<file path="src/rtl/pmu_pkg.sv">
package pmu_pkg;

  localparam int PMU_DW   = 32;
  localparam int PMU_NEVT = 4;
  localparam int PMU_NCNT = PMU_NEVT + 1;
  localparam int PMU_AW   = 4;
  localparam int PMU_TW   = 8;

  localparam int CTL_RUN  = 0;
  localparam int CTL_EZRO = 1;
  localparam int CTL_CZRO = 2;
  localparam int CTL_DIV  = 3;
  localparam int CYC_POS  = 31;

  typedef enum logic [PMU_AW-1:0] {
    A_CTRL   = 4'h0,
    A_EN_SET = 4'h1,
    A_EN_CLR = 4'h2,
    A_IE_SET = 4'h3,
    A_IE_CLR = 4'h4,
    A_FLAGS  = 4'h5,
    A_SEL    = 4'h6,
    A_ETYPE  = 4'h7,
    A_ECNT   = 4'h8,
    A_CCNT   = 4'h9
  } pmu_addr_e;

  // Register bit image -> internal mask (event counters low, cycle counter top)
  function automatic logic [PMU_NCNT-1:0] pmu_unpack(input logic [PMU_DW-1:0] w);
    return {w[CYC_POS], w[PMU_NEVT-1:0]};
  endfunction

  // Internal mask -> register bit image
  function automatic logic [PMU_DW-1:0] pmu_pack(input logic [PMU_NCNT-1:0] m);
    logic [PMU_DW-1:0] w;
    w = '0;
    w[PMU_NEVT-1:0] = m[PMU_NEVT-1:0];
    w[CYC_POS] = m[PMU_NEVT];
    return w;
  endfunction

  // Next count and carry-out of one increment
  function automatic logic [PMU_DW:0] pmu_step(input logic [PMU_DW-1:0] v);
    return {1'b0, v} + {{PMU_DW{1'b0}}, 1'b1};
  endfunction

  // Per-bit set/clear update of an enable mask
  function automatic logic [PMU_NCNT-1:0] pmu_setclr(input logic [PMU_NCNT-1:0] cur,
                                                     input logic [PMU_NCNT-1:0] s,
                                                     input logic [PMU_NCNT-1:0] c);
    return (cur | s) & ~c;
  endfunction

endpackage

</file>
<file path="src/rtl/pmu_counter.sv">
module pmu_counter
  import pmu_pkg::*;
(
  input  logic              clk,
  input  logic              rst_n,
  input  logic              clr,
  input  logic              ld,
  input  logic [PMU_DW-1:0] ld_val,
  input  logic              inc,
  output logic [PMU_DW-1:0] cnt,
  output logic              wrap
);

  logic [PMU_DW:0] nxt;
  assign nxt  = pmu_step(cnt);
  assign wrap = inc & ~clr & ~ld & nxt[PMU_DW];

  always_ff @(posedge clk) begin
    if (!rst_n)    cnt <= '0;
    else if (clr)  cnt <= '0;
    else if (ld)   cnt <= ld_val;
    else if (inc)  cnt <= nxt[PMU_DW-1:0];
  end

  // an unobstructed increment moves the count by exactly one
  assert_count_step_R2: assert property (@(posedge clk) disable iff (!rst_n)
    (inc && !clr && !ld) |=> (cnt == $past(cnt) + 32'd1));

  // a software load wins over an increment
  assert_load_wins_R11: assert property (@(posedge clk) disable iff (!rst_n)
    (ld && !clr) |=> (cnt == $past(ld_val)));

  // a zeroing request empties the counter
  assert_zero_R9: assert property (@(posedge clk) disable iff (!rst_n)
    clr |=> (cnt == '0));

endmodule

</file>
<file path="src/rtl/pmu_prescale.sv">
module pmu_prescale #(
  parameter int DIV_LOG2 = 6
) (
  input  logic clk,
  input  logic rst_n,
  input  logic clr,
  input  logic run,
  input  logic div,
  output logic tick
);

  logic [DIV_LOG2-1:0] phase;

  assign tick = run & (~div | (&phase));

  always_ff @(posedge clk) begin
    if (!rst_n)          phase <= '0;
    else if (clr)        phase <= '0;
    else if (run && div) phase <= phase + 1'b1;
  end

  // a divided tick is never followed by another divided tick
  assert_div_gap_R4: assert property (@(posedge clk) disable iff (!rst_n)
    (tick && div && !clr) |=> !(tick && div));

endmodule

</file>
<file path="src/rtl/pmu_evt_match.sv">
module pmu_evt_match
  import pmu_pkg::*;
#(
  parameter int EVT_LINES = 32
) (
  input  logic [EVT_LINES-1:0] ev,
  input  logic [PMU_TW-1:0]    etype,
  output logic                 hit
);

  localparam int SPAN = 1 << PMU_TW;

  logic [SPAN-1:0] ev_ext;
  assign ev_ext = SPAN'(ev);
  assign hit    = ev_ext[etype];

endmodule

</file>
<file path="src/rtl/perf_mon_unit.sv">
module perf_mon_unit
  import pmu_pkg::*;
#(
  parameter int EVT_LINES = 32,
  parameter int DIV_LOG2  = 6
) (
  input  logic                 clk,
  input  logic                 rst_n,
  input  logic                 reg_we,
  input  logic [PMU_AW-1:0]    reg_addr,
  input  logic [PMU_DW-1:0]    reg_wdata,
  output logic [PMU_DW-1:0]    reg_rdata,
  input  logic [EVT_LINES-1:0] events_i,
  output logic                 irq_o
);

  localparam int SEL_W = (PMU_NEVT > 1) ? $clog2(PMU_NEVT) : 1;
  localparam int CYC   = PMU_NEVT;

  // Stored state
  logic                 run_q, div_q;
  logic [PMU_NCNT-1:0]  en_q, ie_q, flag_q;
  logic [SEL_W-1:0]     sel_q;
  logic [PMU_TW-1:0]    etype_q [PMU_NEVT];

  // Named internal events
  logic                 wr_ctrl, wr_en_s, wr_en_c, wr_ie_s, wr_ie_c;
  logic                 wr_flag, wr_sel, wr_etype, wr_ecnt, wr_ccnt;
  logic                 ezero_pulse, czero_pulse;
  logic [PMU_NCNT-1:0]  wmask;
  logic [PMU_NCNT-1:0]  wrap_vec;
  logic [PMU_NCNT-1:0]  inc_vec;
  logic [PMU_NEVT-1:0]  hit_vec;
  logic [PMU_DW-1:0]    ecnt [PMU_NEVT];
  logic [PMU_DW-1:0]    ccnt;
  logic                 cyc_tick;

  assign wmask    = pmu_unpack(reg_wdata);
  assign wr_ctrl  = reg_we && (reg_addr == A_CTRL);
  assign wr_en_s  = reg_we && (reg_addr == A_EN_SET);
  assign wr_en_c  = reg_we && (reg_addr == A_EN_CLR);
  assign wr_ie_s  = reg_we && (reg_addr == A_IE_SET);
  assign wr_ie_c  = reg_we && (reg_addr == A_IE_CLR);
  assign wr_flag  = reg_we && (reg_addr == A_FLAGS);
  assign wr_sel   = reg_we && (reg_addr == A_SEL);
  assign wr_etype = reg_we && (reg_addr == A_ETYPE);
  assign wr_ecnt  = reg_we && (reg_addr == A_ECNT);
  assign wr_ccnt  = reg_we && (reg_addr == A_CCNT);

  assign ezero_pulse = wr_ctrl & reg_wdata[CTL_EZRO];
  assign czero_pulse = wr_ctrl & reg_wdata[CTL_CZRO];

  // Control, enables, select, types
  always_ff @(posedge clk) begin
    if (!rst_n) begin
      run_q <= 1'b0;
      div_q <= 1'b0;
      en_q  <= '0;
      ie_q  <= '0;
      sel_q <= '0;
      for (int i = 0; i < PMU_NEVT; i++) etype_q[i] <= '0;
    end else begin
      if (wr_ctrl) begin
        run_q <= reg_wdata[CTL_RUN];
        div_q <= reg_wdata[CTL_DIV];
      end
      en_q <= pmu_setclr(en_q, wr_en_s ? wmask : '0, wr_en_c ? wmask : '0);
      ie_q <= pmu_setclr(ie_q, wr_ie_s ? wmask : '0, wr_ie_c ? wmask : '0);
      if (wr_sel)   sel_q <= reg_wdata[SEL_W-1:0];
      if (wr_etype) etype_q[sel_q] <= reg_wdata[PMU_TW-1:0];
    end
  end

  // Sticky overflow flags: a wrap beats a same-cycle clear
  always_ff @(posedge clk) begin
    if (!rst_n) flag_q <= '0;
    else        flag_q <= (flag_q & ~(wr_flag ? wmask : '0)) | wrap_vec;
  end

  // Event counters
  for (genvar g = 0; g < PMU_NEVT; g++) begin : g_evt
    pmu_evt_match #(.EVT_LINES(EVT_LINES)) u_match (
      .ev    (events_i),
      .etype (etype_q[g]),
      .hit   (hit_vec[g])
    );

    assign inc_vec[g] = run_q & en_q[g] & hit_vec[g];

    pmu_counter u_cnt (
      .clk    (clk),
      .rst_n  (rst_n),
      .clr    (ezero_pulse),
      .ld     (wr_ecnt && (sel_q == SEL_W'(g))),
      .ld_val (reg_wdata),
      .inc    (inc_vec[g]),
      .cnt    (ecnt[g]),
      .wrap   (wrap_vec[g])
    );
  end

  // Cycle counter with optional divider
  pmu_prescale #(.DIV_LOG2(DIV_LOG2)) u_pre (
    .clk   (clk),
    .rst_n (rst_n),
    .clr   (czero_pulse),
    .run   (run_q & en_q[CYC]),
    .div   (div_q),
    .tick  (cyc_tick)
  );

  assign inc_vec[CYC] = cyc_tick;

  pmu_counter u_ccnt (
    .clk    (clk),
    .rst_n  (rst_n),
    .clr    (czero_pulse),
    .ld     (wr_ccnt),
    .ld_val (reg_wdata),
    .inc    (cyc_tick),
    .cnt    (ccnt),
    .wrap   (wrap_vec[CYC])
  );

  // Read path
  always_comb begin
    reg_rdata = '0;
    case (reg_addr)
      A_CTRL: begin
        reg_rdata[CTL_RUN] = run_q;
        reg_rdata[CTL_DIV] = div_q;
      end
      A_EN_SET, A_EN_CLR: reg_rdata = pmu_pack(en_q);
      A_IE_SET, A_IE_CLR: reg_rdata = pmu_pack(ie_q);
      A_FLAGS:            reg_rdata = pmu_pack(flag_q);
      A_SEL:              reg_rdata[SEL_W-1:0] = sel_q;
      A_ETYPE:            reg_rdata[PMU_TW-1:0] = etype_q[sel_q];
      A_ECNT:             reg_rdata = ecnt[sel_q];
      A_CCNT:             reg_rdata = ccnt;
      default:            reg_rdata = '0;
    endcase
  end

  assign irq_o = |(flag_q & ie_q);

  // Per-counter properties
  for (genvar k = 0; k < PMU_NCNT; k++) begin : g_chk
    // a wrap raises the flag on the same edge
    assert_flag_set_R7: assert property (@(posedge clk) disable iff (!rst_n)
      wrap_vec[k] |=> flag_q[k]);

    // a clear write drops the enable
    assert_en_clr_R5: assert property (@(posedge clk) disable iff (!rst_n)
      (wr_en_c && wmask[k]) |=> !en_q[k]);

    // an enabled wrap drives the interrupt on the following cycle
    assert_irq_rise_R8: assert property (@(posedge clk) disable iff (!rst_n)
      (wrap_vec[k] && ie_q[k] && !(wr_ie_c && wmask[k])) |=> irq_o);

    // nothing counts while the global enable is off
    assert_idle_R2: assert property (@(posedge clk) disable iff (!rst_n)
      !run_q |-> !inc_vec[k]);
  end

  // control zeroing bits never read back
  assert_ctrl_rd_R9: assert property (@(posedge clk) disable iff (!rst_n)
    wr_ctrl |=> ((reg_addr != A_CTRL) || (reg_rdata[CTL_CZRO:CTL_EZRO] == 2'b00)));

endmodule

</file>
<file path="config.mk">
export PLATFORM = sky130hd
export DESIGN_NAME = perf_mon_unit
export DESIGN_NICKNAME = d
export VERILOG_FILES = /design/src/rtl/pmu_pkg.sv /design/src/rtl/pmu_counter.sv /design/src/rtl/pmu_prescale.sv /design/src/rtl/pmu_evt_match.sv /design/src/rtl/perf_mon_unit.sv
export SDC_FILE = /design/constraint.sdc
export NUM_CORES = 1
export LEC_CHECK = 0
export ABC_CLOCK_PERIOD_IN_PS = 8400
export BUFFER_PORTS_ARGS = -buffer_cell sky130_fd_sc_hd__buf_2
export CORE_ASPECT_RATIO = 1.75
export CORE_MARGIN = 2
export CORE_UTILIZATION = 59
export CTS_CLUSTER_DIAMETER = 200
export DETAILED_ROUTE_END_ITERATION = 10
export GPL_TIMING_DRIVEN = 0
export PLACE_DENSITY = 0.76
export SYNTH_ARGS = -nofsm -noshare
export SYNTH_HDL_FRONTEND = slang
export SYNTH_HIERARCHICAL = 1
export SYNTH_SLANG_ARGS = --single-unit
</file>
<file path="constraint.sdc">
create_clock -name clk -period 8.4 [get_ports clk]
set_input_delay 0 -clock clk [delete_from_list [all_inputs] [get_ports clk]]
set_output_delay 0 -clock clk [all_outputs]
set_load 0.02 [all_outputs]
</file>
Word level (Yosys, flattened, before mapping)

Memory sizes are Yosys's and may differ from the RTL's. A register that Yosys moved wholly into a read port is not among the register bits.
Cells that the tools add are included.

Bits in registers: 185
Bits in writable memories: 32
Output and inout bits: 33
Logic and storage cells: 154
Memories kept: 1

Memories:

| memory  | depth | width | rd ports | clocked after Yosys merged registers in | wr ports | line                | source |
|---|---|---|---|---|---|---|---|
| etype_q | 4     | 8     | 5        | 1                                       | 4        | perf_mon_unit.sv:24 | `logic [PMU_TW-1:0] etype_q [PMU_NEVT];` |

Add/sub/neg operators: 6
Magnitude comparators: 5
Equal/unequal tests: 12
Muxes and demuxes: 41
Bitwise operators: 48
Reductions and logical operators: 29

Operators with widths:

| kind                    | number |
|---|---|
| $mux W32                | 12 |
| $add A32 B1 Y33 const B | 5 |
| $pmux W24 S5            | 1 |
| $bmux W32 S2            | 1 |
| $lt A8 B9 Y1 const B    | 4 |
| $bmux W1 S8             | 4 |
| $and A1 B1 Y1           | 27 |
| $mux W5                 | 5 |
| $and A5 B5 Y5           | 4 |
| $eq A4 B3 Y1 const B    | 4 |
| $logic_and A1 B1 Y1     | 15 |
| $not A5 Y5              | 3 |
| $or A5 B5 Y5            | 3 |
| $pmux W1 S7             | 2 |
| $pmux W4 S3             | 1 |
| $reduce_bool A2 Y1      | 5 |
| $mux W1                 | 9 |
| $not A1 Y1              | 9 |
| $eq A4 B2 Y1 const B    | 2 |
| $eq A4 B4 Y1 const B    | 2 |
| $mux W8                 | 1 |
| $pmux W1 S8             | 1 |
| $reduce_or A2 Y1        | 4 |
| $reduce_or A8 Y1        | 1 |
| other kinds (13)        | 16 |

Logic depth before layout (Yosys ltp)

Gate-level depths: netlist of run 1.

Depth after elaboration: 8
Gate-level depth with buffers: 12
Mapped depth without buffers: 10

Modules after synthesis

The synthesis of run 1 kept the hierarchy.

By module, submodules not included:

| module        | times used | cells each | area each (um2) | seq. area each (um2) |
|---|---|---|---|---|
| pmu_counter   | 5          | 237        | 1876.8          | 640.6 |
| perf_mon_unit | 1          | 332        | 3756.1          | 1381.3 |
| pmu_evt_match | 4          | 19         | 301.5           | 0.0 |
| pmu_prescale  | 1          | 33         | 270.3           | 120.1 |

Least setup slack after synthesis of run 1

No wires, ideal clock.

Path type: register -> register
From: memory etype_q[0][1]
To: register g_evt[0].u_cnt.cnt[23]
Library setup time: 0.132 ns
Arrival: 2.664 ns
Path slack: 5.604 ns
Stages on the path, launching flop included: 13
Path buffers: 2
Clock period less this slack: 2.796 ns
Cell sequence: edfxtp_1 buf_6 mux4_1 mux4_2 nor2_1 a211oi_1 and3_1 and3_1 clkbuf_1 and4_2 nand4_1 xor2_1 a21oi_1

RTL lines:

| what                   | line                | source |
|---|---|---|
| start: declaration     | perf_mon_unit.sv:24 |  |
| end signal: assignment | pmu_counter.sv:21   | `else if (ld) cnt <= ld_val;` |
| end signal: assignment | pmu_counter.sv:22   | `else if (inc) cnt <= nxt[PMU_DW-1:0];` |
| end: declaration       | pmu_counter.sv:10   | `output logic [PMU_DW-1:0] cnt,` |

==> results of run 1 <==
## metal layers
layer	GRT usage [%]	vias up	share of wire (%)
met2	77.6	1186	47
li1	-	6503	-
met5	0	-	0.017
met4	46.2	2	12
met3	14.5	425	11
met1	47.3	6994	30
## worst max-delay path, cell delays in order (launching register included)
cell	delay, ns
edfxtp_1	0.39
buf_4	0.19
mux4_1	0.56
mux4_2	0.34
nor2_1	0.05
a211oi_1	0.16
and3_1	0.38
buf_1	0.42
nor2b_1	0.20
nand4_1	0.11
nor4_1	0.86
o21a_1	0.24
## state kept, by name, summed over array words and instances (netlist names), named ones only
signal and count:
g_evt.u_cnt/cnt 128, etype_q 32, u_ccnt/cnt 32, u_pre/phase 6, en_q 5, flag_q 5
ie_q 5, sel_q 2, div_q 1, run_q 1
## cells in the mapped netlist, types with 15 or more instances
cell	n	share of area (%)
nand3_1	75	2.6
clkbuf_1	68	1.7
a22o_1	30	1.8
dfxtp_1	187	26
mux4_2	44	6.8
mux4_1	32	5.8
nand2_1	116	3.0
a21oi_1	154	5.3
mux2i_1	18	1.2
and2_1	33	1.4
nor3_1	30	1.0
inv_1	16	0.41
nor2b_1	18	0.77
edfxtp_1	32	6.6
o22ai_1	20	0.86
a211oi_1	15	0.77
buf_2	19	0.65
nor3b_1	20	1.0
and3_1	53	2.3
xor2_1	61	3.7
nor4_1	40	1.7
xnor2_1	87	5.2
nand4_1	81	3.5
nor2_1	105	2.7
o21ai_0	113	3.9
## metrics by stage
stage	util, %	hold slack, ns	area (sq um)	instances
finish	67.6	0.0589	16600	2114
global placement	63.2	0.418	15500	2040
detailed placement	63.2	0.422	15500	2040
CTS	67.6	0.0327	16600	2112
global route	67.6	0.100	16600	2112
floorplan	-	0.0966	14600	1626
## worst min-delay path by stage
stage | start | to | cells past startpoint
3_5_place_dp | reg_wdata[6] | g_evt[2].u_cnt/cnt[6]$_SDFFE_PP0P_ | 3
2_1_floorplan | reg_wdata[31] | ie_q[4]$_SDFF_PN0_ | 1
6_report | reg_wdata[16] | g_evt[1].u_cnt/cnt[16]$_SDFFE_PP0P_ | 4
3_3_place_gp | reg_wdata[6] | g_evt[2].u_cnt/cnt[6]$_SDFFE_PP0P_ | 3
4_1_cts | reg_wdata[16] | g_evt[1].u_cnt/cnt[16]$_SDFFE_PP0P_ | 4
5_1_grt | reg_wdata[16] | g_evt[1].u_cnt/cnt[16]$_SDFFE_PP0P_ | 4
## logic make-up (layout without fill, tap and decap cells)
| group | Yosys count | in the layout | synth area share (%) |
|---|---|---|---|
| other | 0 | 2 | 0 |
| AO/OA/AOI/OAI | 374 | 374 | 14.8 |
| flip-flops | 219 | 219 | 32.2 |
| XOR/XNOR | 148 | 148 | 8.87 |
| buffers and inverters | 130 | 304 | 4.25 |
| multiplexers | 103 | 103 | 14.5 |
| AND/OR/NAND/NOR | 646 | 646 | 24.9 |
| adder cells (fa/ha/maj) | 6 | 6 | 0.514 |
## power by group through the flow
stage               clock [uW]  combinational (uW)  sequential (uW)
global placement             0                 193             1120
CTS                       1030                 211             1100
detailed placement           0                 199             1120
global route              1060                 230             1100
floorplan                    0                 107             1110
finish                    1020                 226             1100
## cell type report
cell class / instances / area, sq um
Multi-Input combinational cell: 1277 / 9290
Fill cell: 2022 / 7950
Sequential cell: 219 / 4700
Timing Repair Buffer: 135 / 841
Clock buffer: 25 / 583
Buffer: 113 / 557
Tap cell: 312 / 390
Clock inverter: 14 / 144
Inverter: 17 / 63.8
Antenna cell: 2 / 5.00
## repair_timing
| action | in CTS | in global routing |
|---|---|---|
| buffers inserted | 0 | 0 |
| hold buffers | 33 | 0 |
| endpoints found under the hold margin | 162 | 0 |
==> out/results.ini, run 1 <==
[final_layout]
layout_common_cells = dfxtp_1 (187), a21oi_1 (154), buf_2 (121), nand2_1 (116), o21ai_0 (113)
area_delta_synth_final_pct = 13.4
final_nets = 1862
layout_commonest_cell = dfxtp_1
drive_gt1_share_pct = 14.8

[timing]
maxSlewHeadroom_pct = 21.6
fin_worst_skew_ns = 0.00931
post-route-min-period_ns = 3.96
final.period_utilization_pct = 47.1
worst_pin_slew_ns = 1.17
finalSetupViolations = 0
hold_violations = 0
rsz0062_at_grt = false
fin_ws_ns = 4.44
tns_ns = 0
fmax_mhz = 253
slew_violations = 0

[detailed_routing]
dr.first_iter.drc_count = 1819
wl_um = 63100
vias = 15100
final_antenna_net_count = 0
drcViolationCount = 0
drt-wirelength-per-cell_um = 29.9
first_pass_iters = 5
vias_per_cell = 7.15

[run_status]
status = finished clean

[logic_synthesis]
netlist_instances = 1626
synth-seq-cells = 219
syn_avg_cell_area_sq_um = 8.99
synth_ff_type = dfxtp_1
synth_edf_count = 32
syn_area_sq_um = 14600
ys_seq_area_share_pct = 32.2
synth.distinct_cells = 62
synth_warnings = 6
syn-num-nets = 1703
async_flop_share_pct = 0

[floorplanning]
coreArea_sq_um = 24500
start_util_pct = 59.6
rows = 76
die_h_um = 212
die_area_sq_um = 26100
die_x_um = 123
num_io_pins = 104

[cts]
post_cts_resized = 0
cts_buffer_depth = 3
cts_tree = done
worstSkewPairLatency_ns = 0.54
cts_root_buf = clkbuf_16
cts.sinks = 219
clk_pin_slew_ns = 0.07
numCtsBuffers = 22
cts_htree_levels = 1

[grt]
grt_antenna_before_repair = 5
grt.overflow.total = 0
track_usage_pct = 47.9
grt_pass1_wl_um = 90500
grt_pass1_vias = 14500
grt_max_degree = 18

[power]
p_per_area_nw_per_um2 = 142
seqPwrFrac_pct = 46.8
p_int_uw = 1730
clkPwrFrac_pct = 43.5
p_sw_share_pct = 26.5
power.switching_uw = 624
p_comb_share_pct = 9.6
p_leak_uw = 0.00584
power.total_uw = 2350
ir_drop_mv = 0.259

[setup_path]
required_ns = 8.88
worst_r2r_endpoint = flag_q[2]$_SDFF_PN0_
r2r_setup_slack_ns = 4.44
crit_end = flag_q[2]$_SDFF_PN0_
critPathLaunchType = flop
crit_arrival_ns = 4.44
reg2reg_depth = 11
cp-end-kind = flop
crit_start = etype_q[2][2]$_SDFFCE_PN0P_
r2r_start = etype_q[2][2]$_SDFFCE_PN0P_
worstSetupPathType = flop to flop
path_max_fanout = 10

[placed_design]
place_hpwl_um = 47700
port_buffers = 102
gp_congestion = 1.12
pre_cts_ws_ns = 4.83

[job]
max_cap_viol_count = 0

[hold_path]
hp-class = input pin to flop

(Power assumes the default switching activity.)
==> run 2, diff against run 1 <==
--- a/config.mk
+++ b/config.mk
@@ -5,7 +5,8 @@
 export SDC_FILE = /design/constraint.sdc
 export NUM_CORES = 1
 export LEC_CHECK = 0
-export ABC_CLOCK_PERIOD_IN_PS = 8400
+export ABC_AREA = 1
+export ABC_CLOCK_PERIOD_IN_PS = 4100
 export BUFFER_PORTS_ARGS = -buffer_cell sky130_fd_sc_hd__buf_2
 export CORE_ASPECT_RATIO = 1.75
 export CORE_MARGIN = 2
==> constraint.sdc (replaced) <==
create_clock -name clk -period 4.1 [get_ports clk]
set_input_delay 0 -clock clk [delete_from_list [all_inputs] [get_ports clk]]
set_output_delay 0 -clock clk [all_outputs]
set_load 0.02 [all_outputs]
==> run 2 against run 1 <==
Net effect:
- first-iteration DRC count increased by 28%
- global-route usage up 0.096 points
- register-to-register slack lost 4.0 ns
- sequential power rose by 100%
- total power is 110% higher
- sequential share of layout area down 3.6 points
- flip-flop and latch count is the same
- worst setup slack got worse by 4.0 ns
- critical path depth decreased by 2
- via count increased by 33%
- critical endpoint is now g_evt[0].u_cnt/cnt[27]$_SDFFE_PP0P_
- largest power group unchanged
==> out/results.ini, run 2 <==
[detailed_routing]
drt-wirelength-per-cell_um = 22.3
wl_um = 73200
first_pass_iters = 9
final_antenna_net_count = 0
drcViolationCount = 0
vias_per_cell = 6.13
dr.first_iter.drc_count = 2332
vias = 20100

[cts]
cts_htree_levels = 1
cts.sinks = 219
numCtsBuffers = 23
cts_tree = done
post_cts_resized = 0
postCtsSetupBuffers = 0
worstSkewPairLatency_ns = 0.56
cts_root_buf = clkbuf_16
clk_pin_slew_ns = 0.07
cts_buffer_depth = 3

[power]
ir_drop_mv = 0.284
p_leak_uw = 0.00759
p_per_area_nw_per_um2 = 261

[logic_synthesis]
synth.distinct_cells = 36
synth_most_common_cell = nand2_1
synth_top_area_cell = dfxtp_1
ys_top_cells_by_count = nand2_1 (976), nand3_1 (295), nor2_1 (273)
syn_avg_cell_area_sq_um = 6.19
async_flop_share_pct = 0
synth_ff_type = dfxtp_1
netlist_instances = 2723
syn_area_sq_um = 16900
synth.area.top_cells = dfxtp_1 (22%), nand2_1 (22%), nand3_1 (8.8%), nor2_1 (6.1%), edfxtp_1 (5.7%)
synth_edf_count = 32
syn-num-nets = 2800
synth-seq-cells = 219
ys_seq_area_share_pct = 27.9
yosysTopAreaCellShare_pct = 22.2
synth_warnings = 6

[floorplanning]
start_util_pct = 60.0
coreArea_sq_um = 28100
die_area_sq_um = 30000
die_h_um = 228
rows = 81
num_io_pins = 104
die_x_um = 132

[grt]
grt_pass1_vias = 19100
grt_antenna_before_repair = 2
track_usage_pct = 48.0
grt_pass1_wl_um = 109000
grt.overflow.total = 0
grt_max_degree = 16

[setup_path]
worstSetupPathType = flop to flop
crit_start = sel_q[1]$_SDFFE_PN0N_
cp-end-kind = flop
critPathLaunchType = flop
crit_arrival_ns = 4.11
required_ns = 4.57
r2r_start = sel_q[1]$_SDFFE_PN0N_
path_max_fanout = 10

[final_layout]
final_cells = 3279
n_fill_cell = 2616
largest_reg_flops = 128
layout_common_cells = nand2_1 (976), nand3_1 (295), nor2_1 (273), inv_1 (217), dfxtp_1 (187)
top_regs = g_evt.u_cnt/cnt: 128 flops, etype_q: 32 flops, u_ccnt/cnt: 32 flops
drive_gt1_share_pct = 14.4
layout_commonest_cell = nand2_1
top_register = g_evt.u_cnt/cnt
final_nets = 2966
area_delta_synth_final_pct = 12.7

[timing]
fmax_mhz = 274
fin_ws_ns = 0.454
fin_worst_skew_ns = 0.0275
slew_violations = 0
hold_violations = 0
finalSetupViolations = 0
post-route-min-period_ns = 3.65
rsz0062_at_grt = false
worst_pin_slew_ns = 1.43
maxSlewHeadroom_pct = 4.41
tns_ns = 0
final.period_utilization_pct = 88.9

[hold_path]
hp-start = reg_wdata[18]
hp-class = input pin to flop

[placed_design]
pre_cts_ws_ns = 0.858
port_buffers = 103
gp_congestion = 1.08
place_inst = 3199
place_hpwl_um = 55400

[job]
max_cap_viol_count = 0

[run_status]
status = finished clean

-- run 2: cell types whose count changed after synthesis, sizes merged, moves of 76 or more --
cell   change
a22oi    +106
inv      +222
mux4      -76
nand2    +932
nand3    +228
nor2     +251
xnor2     -77
-- run 2: layer usage --
layer	part of all wire, %	wire, um	track usage, %
met5	0.078	57	1.14
met4	14	10100	52.4
met3	9.8	7140	10.5
met2	45	32700	78.8
met1	32	23300	48.3
-- run 2: kinds of logic after synthesis --
family / Yosys count / synth area share (%)
buffers and inverters: 328 / 8.80
adders and majority gates: 6 / 0.445
xor gates and xnor gates: 50 / 2.60
AOI/OAI and AO/OA: 350 / 12.7
and+or+nand+nor: 1770 / 47.6
DFF: 219 / 27.9
-- run 2: final cells by class --
class	instances	area (sq um)	share of cell area (%)
Timing Repair Buffer	141	896	4.72
Antenna cell	1	2.50	0.0132
Buffer	85	552	2.90
Tap cell	373	467	2.46
Sequential cell	219	4700	24.8
Clock inverter	13	170	0.896
Inverter	243	932	4.91
Clock buffer	28	604	3.18
Multi-Input combinational cell	2176	10700	56.2
-- run 2: per-stage QoR --
step / hold slack [ns] / area, sq um / power [uW] / util [%]
floorplan: 0.138 / 16900 / 2490 / -
global placement: 0.410 / 17800 / 2700 / 63.5
detailed placement: 0.417 / 17800 / 2710 / 63.5
CTS: 0.00657 / 19000 / 4920 / 67.7
global route: 0.0665 / 19000 / 5040 / 67.7
finish: 0.0449 / 19000 / 4950 / 67.7
-- run 2: path summary, 6_finish.rpt --
check	to	slack, ns	depth (start not counted)
hold reg to reg	flag_q[4]$_SDFF_PN0_	0.48	2
setup / recovery	g_evt[0].u_cnt/cnt[27]$_SDFFE_PP0P_	0.45	9
hold / removal	u_ccnt/cnt[18]$_SDFFE_PP0P_	0.04	3
setup reg to reg	g_evt[0].u_cnt/cnt[27]$_SDFFE_PP0P_	0.45	9
-- run 2: power breakdown --
part / switching (uW) / internal [uW] / total, uW
Clock: 977 / 1250 / 2230
Sequential: 34.4 / 2200 / 2230
Combinational: 346 / 142 / 488
Total: 1360 / 3590 / 4950
-- run 2: repair_timing --
action | CTS | global route
hold buffers | 38 | 0
endpoints found under the hold margin | 140 | 0
setup endpoints to repair | 0 | 0
-- run 2: worst max-delay path, cell delays in order, from the launching register on --
cell	delay [ns]
dfxtp_1	0.30
buf_4	0.18
nor2_1	0.32
clkbuf_1	0.54
inv_1	0.26
nor2_1	0.71
buf_2	0.39
clkbuf_1	0.47
a22oi_1	0.19
a21oi_1	0.18
